[src/rtl/coh_dir_pkg.sv]
// Shared encodings for the coherence directory slice.
// Assumes: users cast port-level vectors to these enums.
package coh_dir_pkg;

    typedef enum logic [1:0] {
        QK_READ  = 2'd0,
        QK_WRITE = 2'd1,
        QK_EVICT = 2'd2,
        QK_NONE  = 2'd3
    } qkind_e;

    typedef enum logic [2:0] {
        OK_PEER   = 3'd0,
        OK_MEMRD  = 3'd1,
        OK_MEMRDX = 3'd2,
        OK_MEMWB  = 3'd3,
        OK_INVAL  = 3'd4
    } okind_e;

    typedef enum logic [1:0] {
        LM_IDLE = 2'd0,
        LM_SHR  = 2'd1,
        LM_MOD  = 2'd2
    } lmode_e;

endpackage

[src/rtl/coh_dir_array.sv]
// Per-line directory storage: mode, sharer vector, forwarder and owner.
// Assumes: one combinational read port and one write port per cycle;
// N_LINES is a power of two.
module coh_dir_array
    import coh_dir_pkg::*;
#(
    parameter int N_TILES = 38,
    parameter int N_LINES = 16
) (
    input  logic                       clk,
    input  logic                       rst_n,
    input  logic [$clog2(N_LINES)-1:0] rd_line,
    output lmode_e                     rd_mode,
    output logic [N_TILES-1:0]         rd_sh,
    output logic                       rd_fv,
    output logic [$clog2(N_TILES)-1:0] rd_fid,
    output logic [$clog2(N_TILES)-1:0] rd_own,
    input  logic                       wr_en,
    input  logic [$clog2(N_LINES)-1:0] wr_line,
    input  lmode_e                     wr_mode,
    input  logic [N_TILES-1:0]         wr_sh,
    input  logic                       wr_fv,
    input  logic [$clog2(N_TILES)-1:0] wr_fid,
    input  logic [$clog2(N_TILES)-1:0] wr_own
);
    localparam int TILE_W = $clog2(N_TILES);

    lmode_e              mode_q [N_LINES];
    logic [N_TILES-1:0]  sh_q   [N_LINES];
    logic                fv_q   [N_LINES];
    logic [TILE_W-1:0]   fid_q  [N_LINES];
    logic [TILE_W-1:0]   own_q  [N_LINES];

    // Read port: present the addressed entry.
    always_comb begin
        rd_mode = mode_q[rd_line];
        rd_sh   = sh_q[rd_line];
        rd_fv   = fv_q[rd_line];
        rd_fid  = fid_q[rd_line];
        rd_own  = own_q[rd_line];
    end

    // Write port: clear all entries on reset, else update one entry.
    always_ff @(posedge clk) begin
        if (!rst_n) begin
            for (int i = 0; i < N_LINES; i++) begin
                mode_q[i] <= LM_IDLE;
                sh_q[i]   <= '0;
                fv_q[i]   <= 1'b0;
                fid_q[i]  <= '0;
                own_q[i]  <= '0;
            end
        end else if (wr_en) begin
            mode_q[wr_line] <= wr_mode;
            sh_q[wr_line]   <= wr_sh;
            fv_q[wr_line]   <= wr_fv;
            fid_q[wr_line]  <= wr_fid;
            own_q[wr_line]  <= wr_own;
        end
    end
endmodule

[src/rtl/coh_dir_decide.sv]
// Combinational protocol decision for one local query against its entry.
// Assumes: the caller writes the new entry only when the query is accepted.
module coh_dir_decide
    import coh_dir_pkg::*;
#(
    parameter int N_TILES = 38
) (
    input  qkind_e                     q_kind,
    input  logic [$clog2(N_TILES)-1:0] q_req,
    input  lmode_e                     mode,
    input  logic [N_TILES-1:0]         sh,
    input  logic                       fv,
    input  logic [$clog2(N_TILES)-1:0] fid,
    input  logic [$clog2(N_TILES)-1:0] own,
    output logic                       upd,
    output lmode_e                     n_mode,
    output logic [N_TILES-1:0]         n_sh,
    output logic                       n_fv,
    output logic [$clog2(N_TILES)-1:0] n_fid,
    output logic [$clog2(N_TILES)-1:0] n_own,
    output logic                       emit,
    output okind_e                     ekind,
    output logic [$clog2(N_TILES)-1:0] etile,
    output logic                       hold,
    output logic                       start_wr,
    output logic [N_TILES-1:0]         victims
);
    localparam int TILE_W = $clog2(N_TILES);

    logic [N_TILES-1:0] req_bit;
    logic               tgt_v;
    logic [TILE_W-1:0]  tgt;

    // Supplier choice: the modified owner first, else the forwarder.
    always_comb begin
        req_bit = {{(N_TILES-1){1'b0}}, 1'b1} << q_req;
        tgt_v   = (mode == LM_MOD) || fv;
        tgt     = (mode == LM_MOD) ? own : fid;
        victims = sh & ~req_bit;
    end

    // Next entry and outgoing message for each query kind.
    always_comb begin
        upd      = 1'b0;
        n_mode   = mode;
        n_sh     = sh;
        n_fv     = fv;
        n_fid    = fid;
        n_own    = own;
        emit     = 1'b0;
        ekind    = OK_MEMRD;
        etile    = q_req;
        hold     = 1'b0;
        start_wr = 1'b0;
        case (q_kind)
            QK_READ: begin
                upd  = 1'b1;
                hold = 1'b1;
                emit = 1'b1;
                if (tgt_v && (tgt != q_req)) begin
                    ekind = OK_PEER;
                    etile = tgt;
                end
                n_mode = LM_SHR;
                n_sh   = sh | req_bit;
                n_fv   = 1'b1;
                n_fid  = q_req;
            end
            QK_WRITE: begin
                upd    = 1'b1;
                hold   = 1'b1;
                n_mode = LM_MOD;
                n_sh   = req_bit;
                n_own  = q_req;
                n_fv   = 1'b0;
                if (victims == '0) begin
                    emit  = 1'b1;
                    ekind = OK_MEMRDX;
                end else begin
                    start_wr = 1'b1;
                end
            end
            QK_EVICT: begin
                if ((mode == LM_MOD) && (own == q_req)) begin
                    upd    = 1'b1;
                    emit   = 1'b1;
                    ekind  = OK_MEMWB;
                    n_mode = LM_IDLE;
                    n_sh   = '0;
                    n_fv   = 1'b0;
                end
            end
            default: ;
        endcase
    end
endmodule

[src/rtl/coh_dir_invseq.sv]
// Write sequencer: sends invalidations lowest tile first, counts the
// acknowledges, then requests the exclusive fetch for the writer.
// Assumes: start only while idle; no more acknowledges than invalidations.
module coh_dir_invseq #(
    parameter int N_TILES = 38,
    parameter int N_LINES = 16
) (
    input  logic                       clk,
    input  logic                       rst_n,
    input  logic                       start,
    input  logic [N_TILES-1:0]         start_victims,
    input  logic [$clog2(N_TILES)-1:0] start_req,
    input  logic [$clog2(N_LINES)-1:0] start_line,
    input  logic                       ack,
    output logic                       act,
    output logic                       emit_inval,
    output logic [$clog2(N_TILES)-1:0] inval_tile,
    output logic                       emit_rdx,
    output logic [$clog2(N_TILES)-1:0] cur_req,
    output logic [$clog2(N_LINES)-1:0] cur_line
);
    localparam int TILE_W = $clog2(N_TILES);
    localparam int ACK_W  = $clog2(N_TILES + 1);

    logic [N_TILES-1:0] pend_q;
    logic [ACK_W-1:0]   acks_q;
    logic [ACK_W-1:0]   vic_cnt;
    logic               pend_any;

    // Lowest pending tile and the victim population count.
    always_comb begin
        inval_tile = '0;
        pend_any   = 1'b0;
        for (int i = 0; i < N_TILES; i++) begin
            if (pend_q[i] && !pend_any) begin
                inval_tile = TILE_W'(i);
                pend_any   = 1'b1;
            end
        end
        vic_cnt = '0;
        for (int i = 0; i < N_TILES; i++) begin
            vic_cnt = vic_cnt + ACK_W'(start_victims[i]);
        end
    end

    // Emit one invalidate per cycle, then the grant once all acks are in.
    always_comb begin
        emit_inval = act && pend_any;
        emit_rdx   = act && !pend_any && (acks_q == '0);
    end

    // Sequencer state: pending set, outstanding acks, transaction owner.
    always_ff @(posedge clk) begin
        if (!rst_n) begin
            act      <= 1'b0;
            pend_q   <= '0;
            acks_q   <= '0;
            cur_req  <= '0;
            cur_line <= '0;
        end else if (start) begin
            act      <= 1'b1;
            pend_q   <= start_victims;
            acks_q   <= vic_cnt;
            cur_req  <= start_req;
            cur_line <= start_line;
        end else if (act) begin
            if (pend_any) pend_q[inval_tile] <= 1'b0;
            if (ack && (acks_q != '0)) acks_q <= acks_q - 1'b1;
            if (emit_rdx) act <= 1'b0;
        end
    end
endmodule

[src/rtl/coh_dir_slice.sv]
// Directory slice top: relays foreign queries, resolves local ones against
// the entry array, tracks busy lines and drives the registered message port.
// Assumes: N_LINES and N_MEMIF are powers of two, N_MEMIF >= 2.
module coh_dir_slice
    import coh_dir_pkg::*;
#(
    parameter int N_TILES  = 38,
    parameter int N_LINES  = 16,
    parameter int N_MEMIF  = 2,
    parameter int SLICE_ID = 5,
    localparam int TILE_W  = $clog2(N_TILES),
    localparam int LINE_W  = $clog2(N_LINES),
    localparam int MEMIF_W = $clog2(N_MEMIF)
) (
    input  logic               clk,
    input  logic               rst_n,
    input  logic               q_valid,
    output logic               q_ready,
    input  logic [1:0]         q_kind,
    input  logic [TILE_W-1:0]  q_req,
    input  logic [LINE_W-1:0]  q_line,
    input  logic [TILE_W-1:0]  q_home,
    output logic               out_valid,
    output logic [2:0]         out_kind,
    output logic [TILE_W-1:0]  out_tile,
    output logic [MEMIF_W-1:0] out_memif,
    output logic [TILE_W-1:0]  out_req,
    output logic [LINE_W-1:0]  out_line,
    output logic               rmt_valid,
    output logic [1:0]         rmt_kind,
    output logic [TILE_W-1:0]  rmt_req,
    output logic [LINE_W-1:0]  rmt_line,
    output logic [TILE_W-1:0]  rmt_home,
    input  logic               rsp_valid,
    input  logic               rsp_ack,
    input  logic [LINE_W-1:0]  rsp_line
);
    localparam logic [TILE_W-1:0] HOME_ID = TILE_W'(SLICE_ID);

    lmode_e             e_mode, n_mode;
    logic [N_TILES-1:0] e_sh, n_sh, victims;
    logic               e_fv, n_fv;
    logic [TILE_W-1:0]  e_fid, e_own, n_fid, n_own, etile;
    logic               upd, emit, hold, start_wr;
    okind_e             ekind;
    logic               seq_act, seq_inval, seq_rdx;
    logic [TILE_W-1:0]  seq_tile, seq_req;
    logic [LINE_W-1:0]  seq_line;
    logic [N_LINES-1:0] busy_q;
    logic               is_local, acc, acc_local;
    okind_e             out_kind_q;

    // Acceptance: foreign queries always pass; local ones wait on the line.
    always_comb begin
        is_local  = (q_home == HOME_ID);
        q_ready   = !seq_act && (!is_local || !busy_q[q_line]);
        acc       = q_valid && q_ready;
        acc_local = acc && is_local;
    end

    coh_dir_array #(.N_TILES(N_TILES), .N_LINES(N_LINES)) u_array (
        .clk     (clk),
        .rst_n   (rst_n),
        .rd_line (q_line),
        .rd_mode (e_mode),
        .rd_sh   (e_sh),
        .rd_fv   (e_fv),
        .rd_fid  (e_fid),
        .rd_own  (e_own),
        .wr_en   (acc_local && upd),
        .wr_line (q_line),
        .wr_mode (n_mode),
        .wr_sh   (n_sh),
        .wr_fv   (n_fv),
        .wr_fid  (n_fid),
        .wr_own  (n_own)
    );

    coh_dir_decide #(.N_TILES(N_TILES)) u_decide (
        .q_kind   (qkind_e'(q_kind)),
        .q_req    (q_req),
        .mode     (e_mode),
        .sh       (e_sh),
        .fv       (e_fv),
        .fid      (e_fid),
        .own      (e_own),
        .upd      (upd),
        .n_mode   (n_mode),
        .n_sh     (n_sh),
        .n_fv     (n_fv),
        .n_fid    (n_fid),
        .n_own    (n_own),
        .emit     (emit),
        .ekind    (ekind),
        .etile    (etile),
        .hold     (hold),
        .start_wr (start_wr),
        .victims  (victims)
    );

    coh_dir_invseq #(.N_TILES(N_TILES), .N_LINES(N_LINES)) u_invseq (
        .clk           (clk),
        .rst_n         (rst_n),
        .start         (acc_local && start_wr),
        .start_victims (victims),
        .start_req     (q_req),
        .start_line    (q_line),
        .ack           (rsp_valid && rsp_ack),
        .act           (seq_act),
        .emit_inval    (seq_inval),
        .inval_tile    (seq_tile),
        .emit_rdx      (seq_rdx),
        .cur_req       (seq_req),
        .cur_line      (seq_line)
    );

    // Busy bits: completion clears, a held local transaction sets.
    always_ff @(posedge clk) begin
        if (!rst_n) begin
            busy_q <= '0;
        end else begin
            if (rsp_valid && !rsp_ack) busy_q[rsp_line] <= 1'b0;
            if (acc_local && hold)     busy_q[q_line]   <= 1'b1;
        end
    end

    // Message port: the sequencer has priority, else the accepted query.
    always_ff @(posedge clk) begin
        if (!rst_n) begin
            out_valid  <= 1'b0;
            out_kind_q <= OK_PEER;
            out_tile   <= '0;
            out_memif  <= '0;
            out_req    <= '0;
            out_line   <= '0;
        end else begin
            out_valid <= 1'b0;
            if (seq_inval || seq_rdx) begin
                out_valid  <= 1'b1;
                out_kind_q <= seq_inval ? OK_INVAL : OK_MEMRDX;
                out_tile   <= seq_inval ? seq_tile : seq_req;
                out_memif  <= MEMIF_W'(32'(seq_line) % N_MEMIF);
                out_req    <= seq_req;
                out_line   <= seq_line;
            end else if (acc_local && emit) begin
                out_valid  <= 1'b1;
                out_kind_q <= ekind;
                out_tile   <= etile;
                out_memif  <= MEMIF_W'(32'(q_line) % N_MEMIF);
                out_req    <= q_req;
                out_line   <= q_line;
            end
        end
    end

    assign out_kind = out_kind_q;

    // Relay port: copy a foreign query toward its home slice.
    always_ff @(posedge clk) begin
        if (!rst_n) begin
            rmt_valid <= 1'b0;
            rmt_kind  <= '0;
            rmt_req   <= '0;
            rmt_line  <= '0;
            rmt_home  <= '0;
        end else begin
            rmt_valid <= acc && !is_local;
            if (acc && !is_local) begin
                rmt_kind <= q_kind;
                rmt_req  <= q_req;
                rmt_line <= q_line;
                rmt_home <= q_home;
            end
        end
    end
endmodule

[config.mk]
export PLATFORM = sky130hd
export DESIGN_NAME = coh_dir_slice
export DESIGN_NICKNAME = d
export VERILOG_FILES = /design/src/rtl/coh_dir_pkg.sv /design/src/rtl/coh_dir_array.sv /design/src/rtl/coh_dir_decide.sv /design/src/rtl/coh_dir_invseq.sv /design/src/rtl/coh_dir_slice.sv
export SDC_FILE = /design/constraint.sdc
export NUM_CORES = 2
export LEC_CHECK = 0
export ABC_CLOCK_PERIOD_IN_PS = 7900
export BUFFER_PORTS_ARGS = -buffer_cell sky130_fd_sc_hd__buf_2
export CAP_MARGIN = 20
export CORE_ASPECT_RATIO = 0.5
export CORE_MARGIN = 8
export CORE_UTILIZATION = 57
export DETAILED_ROUTE_END_ITERATION = 12
export PLACE_DENSITY_LB_ADDON = 0.12
export SLEW_MARGIN = 20
export SYNTH_ARGS = -nofsm -noshare
export SYNTH_HDL_FRONTEND = slang
export SYNTH_HIERARCHICAL = 1
export SYNTH_SLANG_ARGS = --single-unit
[constraint.sdc]
create_clock -name clk -period 7.9 [get_ports clk]
set_input_delay 0.79 -clock clk [delete_from_list [all_inputs] [get_ports clk]]
set_output_delay 0.79 -clock clk [all_outputs]
set_load 0.01 [all_outputs]
==> flow_summary_export.csv <==
group,metric,value,unit
timing,holdWs,0.3958,ns
placement,port_buffers,67,
final_layout,final_cells,4548,
placement,dp_cells,4385,
hold_path,worstHoldEndpoint,"rmt_home[5]$_SDFFE_PN0P_",
timing,finalClockSkew,0.02746,ns
yosys,ys_seq_elements,958,
timing,relSlewSlack,0.1225,
final_layout,areaGrowthSynthToFinish,10.79,%
critical_path,crit_chain,"buf_8 > buf_12 > mux4_2 > a22oi_1 > nand2_1 > a21bo_2 > inv_1 > fa_1 > ha_1 > fa_1 > inv_1 > fa_1 > fa_1 > fa_1 > fa_1 > inv_1 > fa_1 > fa_1 > a21o_1 > a21oi_1 > xor2_1 > a211oi_1",
yosys,synthFlopType,"edfxtp_1",
clocking,cts.sinks,958,
clocking,postCtsSetupBuffers,0,
clocking,clkSlewWorstSetupHoldPaths,0.06,ns
critical_path,max_stage_delay,0.53,ns
floorplanning,start_util,0.5722,
critical_path,timing.rr.end,"u_invseq/acks_q[4]$_SDFFE_PN0P_",
route,antenna_left,0,
route,drc,0,
yosys,syn_inst,3428,
global_route,grtUsageTotal,0.3095,
critical_path,crit_top_cell,"fa_1",
floorplanning,ioPinCount,68,
yosys,netlist.area_leader.share,0.5377,
clocking,cts_buffers,87,
critical_path,start_kind,"input pin",
route,viasPerCell,6.895,
clocking,clk_path_buf_depth,3,
timing,max_freq,147.2,MHz
critical_path,crit_type,"input pin to register",
final_layout,finish.instance_area,51480,um^2
yosys,ys_warn_count,6,
floorplanning,dieHeight,217.9,um
timing,final-setup-viol-count,0,
critical_path,critPathMaxFanout,24,
power,power.density,238.1,nW/um^2
global_route,grt_max_degree,196,
placement,gp_congestion,1.003,
final_layout,drive_gt1_frac,0.1835,
floorplanning,fp-row-count,74,
yosys,yosysUniqueCellTypes,92,
power,report.power.total,0.01225,W
placement,dp_hpwl,86.32,mm
timing,rsz0062_at_grt,"no",
clocking,cts-root-buf,"clkbuf_16",
timing,finalHoldViolCount,0,
timing,tns,0,ns
placement,place_area,48510,um^2
hold_path,min_path_cells,3,
outcome,status,"complete, no violations",
route,wire_per_inst,31.72,um
timing,timing.final.crit_period,6.793,ns
route,vias,31360,
yosys,yosys-top-cells-area,"edfxtp_1 54%, mux4_2 10%, and3_1 8.5%",
floorplanning,die-area,91460,um^2
clocking,cts_hold_buf,0,
route,drt_first_pass_iters,8,
run,maxCapViolCount,0,
global_route,antenna_found_initial,2,
route,drt_iter0_markers,4866,
yosys,synthesis.area,46460,um^2
critical_path,r2r-start,"u_array/sh_q[3][0]$_SDFFCE_PN0P_",
critical_path,worstSetupEndpointType,"register",
yosys,syn_area_per_cell,13.55,um^2
timing,drv_slew,0,
yosys,async_reset_ff_frac,0,
timing,worst_slew_pin_slew,1.306,ns
yosys,syn_nets,3499,
clocking,cts_resized,0,
global_route,grt_pass1_wl,209.4,mm
yosys,synth_top_cell_by_area,"edfxtp_1",
clocking,htree_levels,3,
critical_path,crit_arrival,7.29,ns
hold_path,hold_class,"input pin to register",
yosys,ys_seq_area_frac,0.5920,
final_layout,fin_nets,3444,
timing,finalCritPeriodShare,0.8599,
power,power_leakage,20.84,nW
critical_path,rrSetupSlack,1.38,ns
critical_path,critPathRequiredTime,8.40,ns
global_route,grt_pass1_vias,29830,
yosys,synth-edff-count,832,
power,peakVddDrop,0.2374,mV
hold_path,min_from,"q_home[5]",
floorplanning,die_width,419.8,um
critical_path,slowest_stage,"mux4_2",
floorplanning,core,81200,um^2
route,wl,144.3,mm
clocking,clk_latency,0.68,ns
critical_path,ff2ff_path_depth,20,
global_route,gr-total-overflow,0,
clocking,cts_tree,"yes",
-- how the worst max path moves through the flow --
stage | endpoint | cells after the start | from | slack, ns
floorplan | u_array/fid_q[1][0]$_SDFFCE_PN0P_ | 15 | q_line[0] | 0.22
global placement | u_invseq/acks_q[4]$_SDFFE_PN0P_ | 22 | q_line[0] | 0.45
detailed placement | u_invseq/acks_q[4]$_SDFFE_PN0P_ | 22 | q_line[0] | 0.47
CTS | u_invseq/acks_q[4]$_SDFFE_PN0P_ | 22 | q_line[0] | 1.18
global route | u_invseq/acks_q[4]$_SDFFE_PN0P_ | 22 | q_line[0] | 0.91
finish | u_invseq/acks_q[4]$_SDFFE_PN0P_ | 22 | q_line[0] | 1.11
-- layout by cell type, fill, tap and decap left out, types with 10 or more instances in the layout --
| cell | count |
|---|---|
| a211oi_1 | 23 |
| a21boi_0 | 13 |
| a21oi_1 | 34 |
| a22o_1 | 38 |
| a22oi_1 | 109 |
| and2_1 | 217 |
| and3_1 | 628 |
| buf_12 | 42 |
| buf_2 | 65 |
| buf_4 | 98 |
| bufinv_16 | 11 |
| clkbuf_1 | 14 |
| clkbuf_16 | 91 |
| clkinv_1 | 20 |
| clkinv_2 | 14 |
| dfxtp_1 | 126 |
| edfxtp_1 | 832 |
| fa_1 | 30 |
| ha_1 | 14 |
| inv_1 | 65 |
| mux2i_1 | 76 |
| mux4_2 | 214 |
| nand2_1 | 136 |
| nand2b_1 | 18 |
| nand3_1 | 20 |
| nor2_1 | 104 |
| nor2b_1 | 28 |
| nor3_1 | 16 |
| nor3b_1 | 10 |
| nor4_1 | 10 |
| o211ai_1 | 14 |
| o21a_1 | 26 |
| o21ai_0 | 49 |
| o21ai_1 | 12 |
| o21ai_4 | 12 |
| xnor2_1 | 16 |
-- routing by layer --
layer | up-vias | part of all wire | global-route usage | wire, um
met5 | - | 0.00026 | 0 | 38
met4 | 6 | 0.030 | 0.08791 | 4271
met3 | 304 | 0.14 | 0.08711 | 20110
met2 | 2171 | 0.43 | 0.4428 | 61470
met1 | 15870 | 0.40 | 0.4637 | 58380
li1 | 13010 | - | - | -
-- critical path, delay by kind of cell --
family,cells,cell delay (ns)
buffers and inverters,5,0.70
adders and majority gates,9,4.08
xor gates and xnor gates,1,0.16
and+or+nand+nor,1,0.13
muxes,1,0.53
AOI/OAI and AO/OA,5,0.84
-- cells in the mapped netlist, drive strengths merged (17+ instances only) --
cell	instances
edfxtp	832
and3	628
clkbuf	268
and2	219
mux4	214
nand2	137
dfxtp	126
nor2	113
a22oi	109
buf	84
mux2i	76
o21ai	74
inv	67
a22o	38
a21oi	37
nor2b	32
fa	30
o21a	27
a211oi	25
nand2b	22
nand3	21
nor4	18
nor3	17
-- where the power goes --
group	internal, W	switching, W
clock	0.00252	0.00192
sequential	0.00563	0.0000474
combinational	0.000807	0.00133
total	0.00896	0.00329
-- metrics by stage --
stage          setup slack, ns  utilization
2_1_floorplan           0.2178            -
3_3_place_gp            0.4460       0.5974
3_5_place_dp            0.4655       0.5975
4_1_cts                  1.179       0.6338
5_1_grt                 0.9069       0.6339
6_report                 1.107       0.6339
-- state kept, by name (all words and copies together) (netlist names), 6 cells and up --
name,count
out_req,6
u_invseq/cur_req,6
u_array/own_q,96
u_invseq/pend_q,38
u_array/fid_q,96
u_array/mode_q,32
u_array/sh_q,608
out_tile,6
rmt_home,6
busy_q,16
u_invseq/acks_q,6
u_array/fv_q,16
rmt_req,6
-- logic make-up (layout without fill, tap and decap cells) --
group	after synthesis	after routing	share of synthesized area
xor+xnor	19	19	0.003582
mux	297	297	0.1218
buf+inv	419	436	0.03840
compound gates	418	418	0.06576
fa+ha+maj	44	44	0.01670
simple gates	1272	1272	0.1617
other cells	1	2	0.00008071
flops	958	958	0.5920
-- layout make-up --
class / count / area, um^2
Antenna cell: 1 / 2.502
Clock buffer: 111 / 2412
Clock inverter: 50 / 538.0
Fill cell: 5971 / 29720
Inverter: 67 / 251.5
Multi-Input combinational cell: 2051 / 17450
Sequential cell: 958 / 27510
Tap cell: 1102 / 1379
Timing Repair Buffer: 208 / 1937
Note: power is estimated with default switching activity, not from simulation.
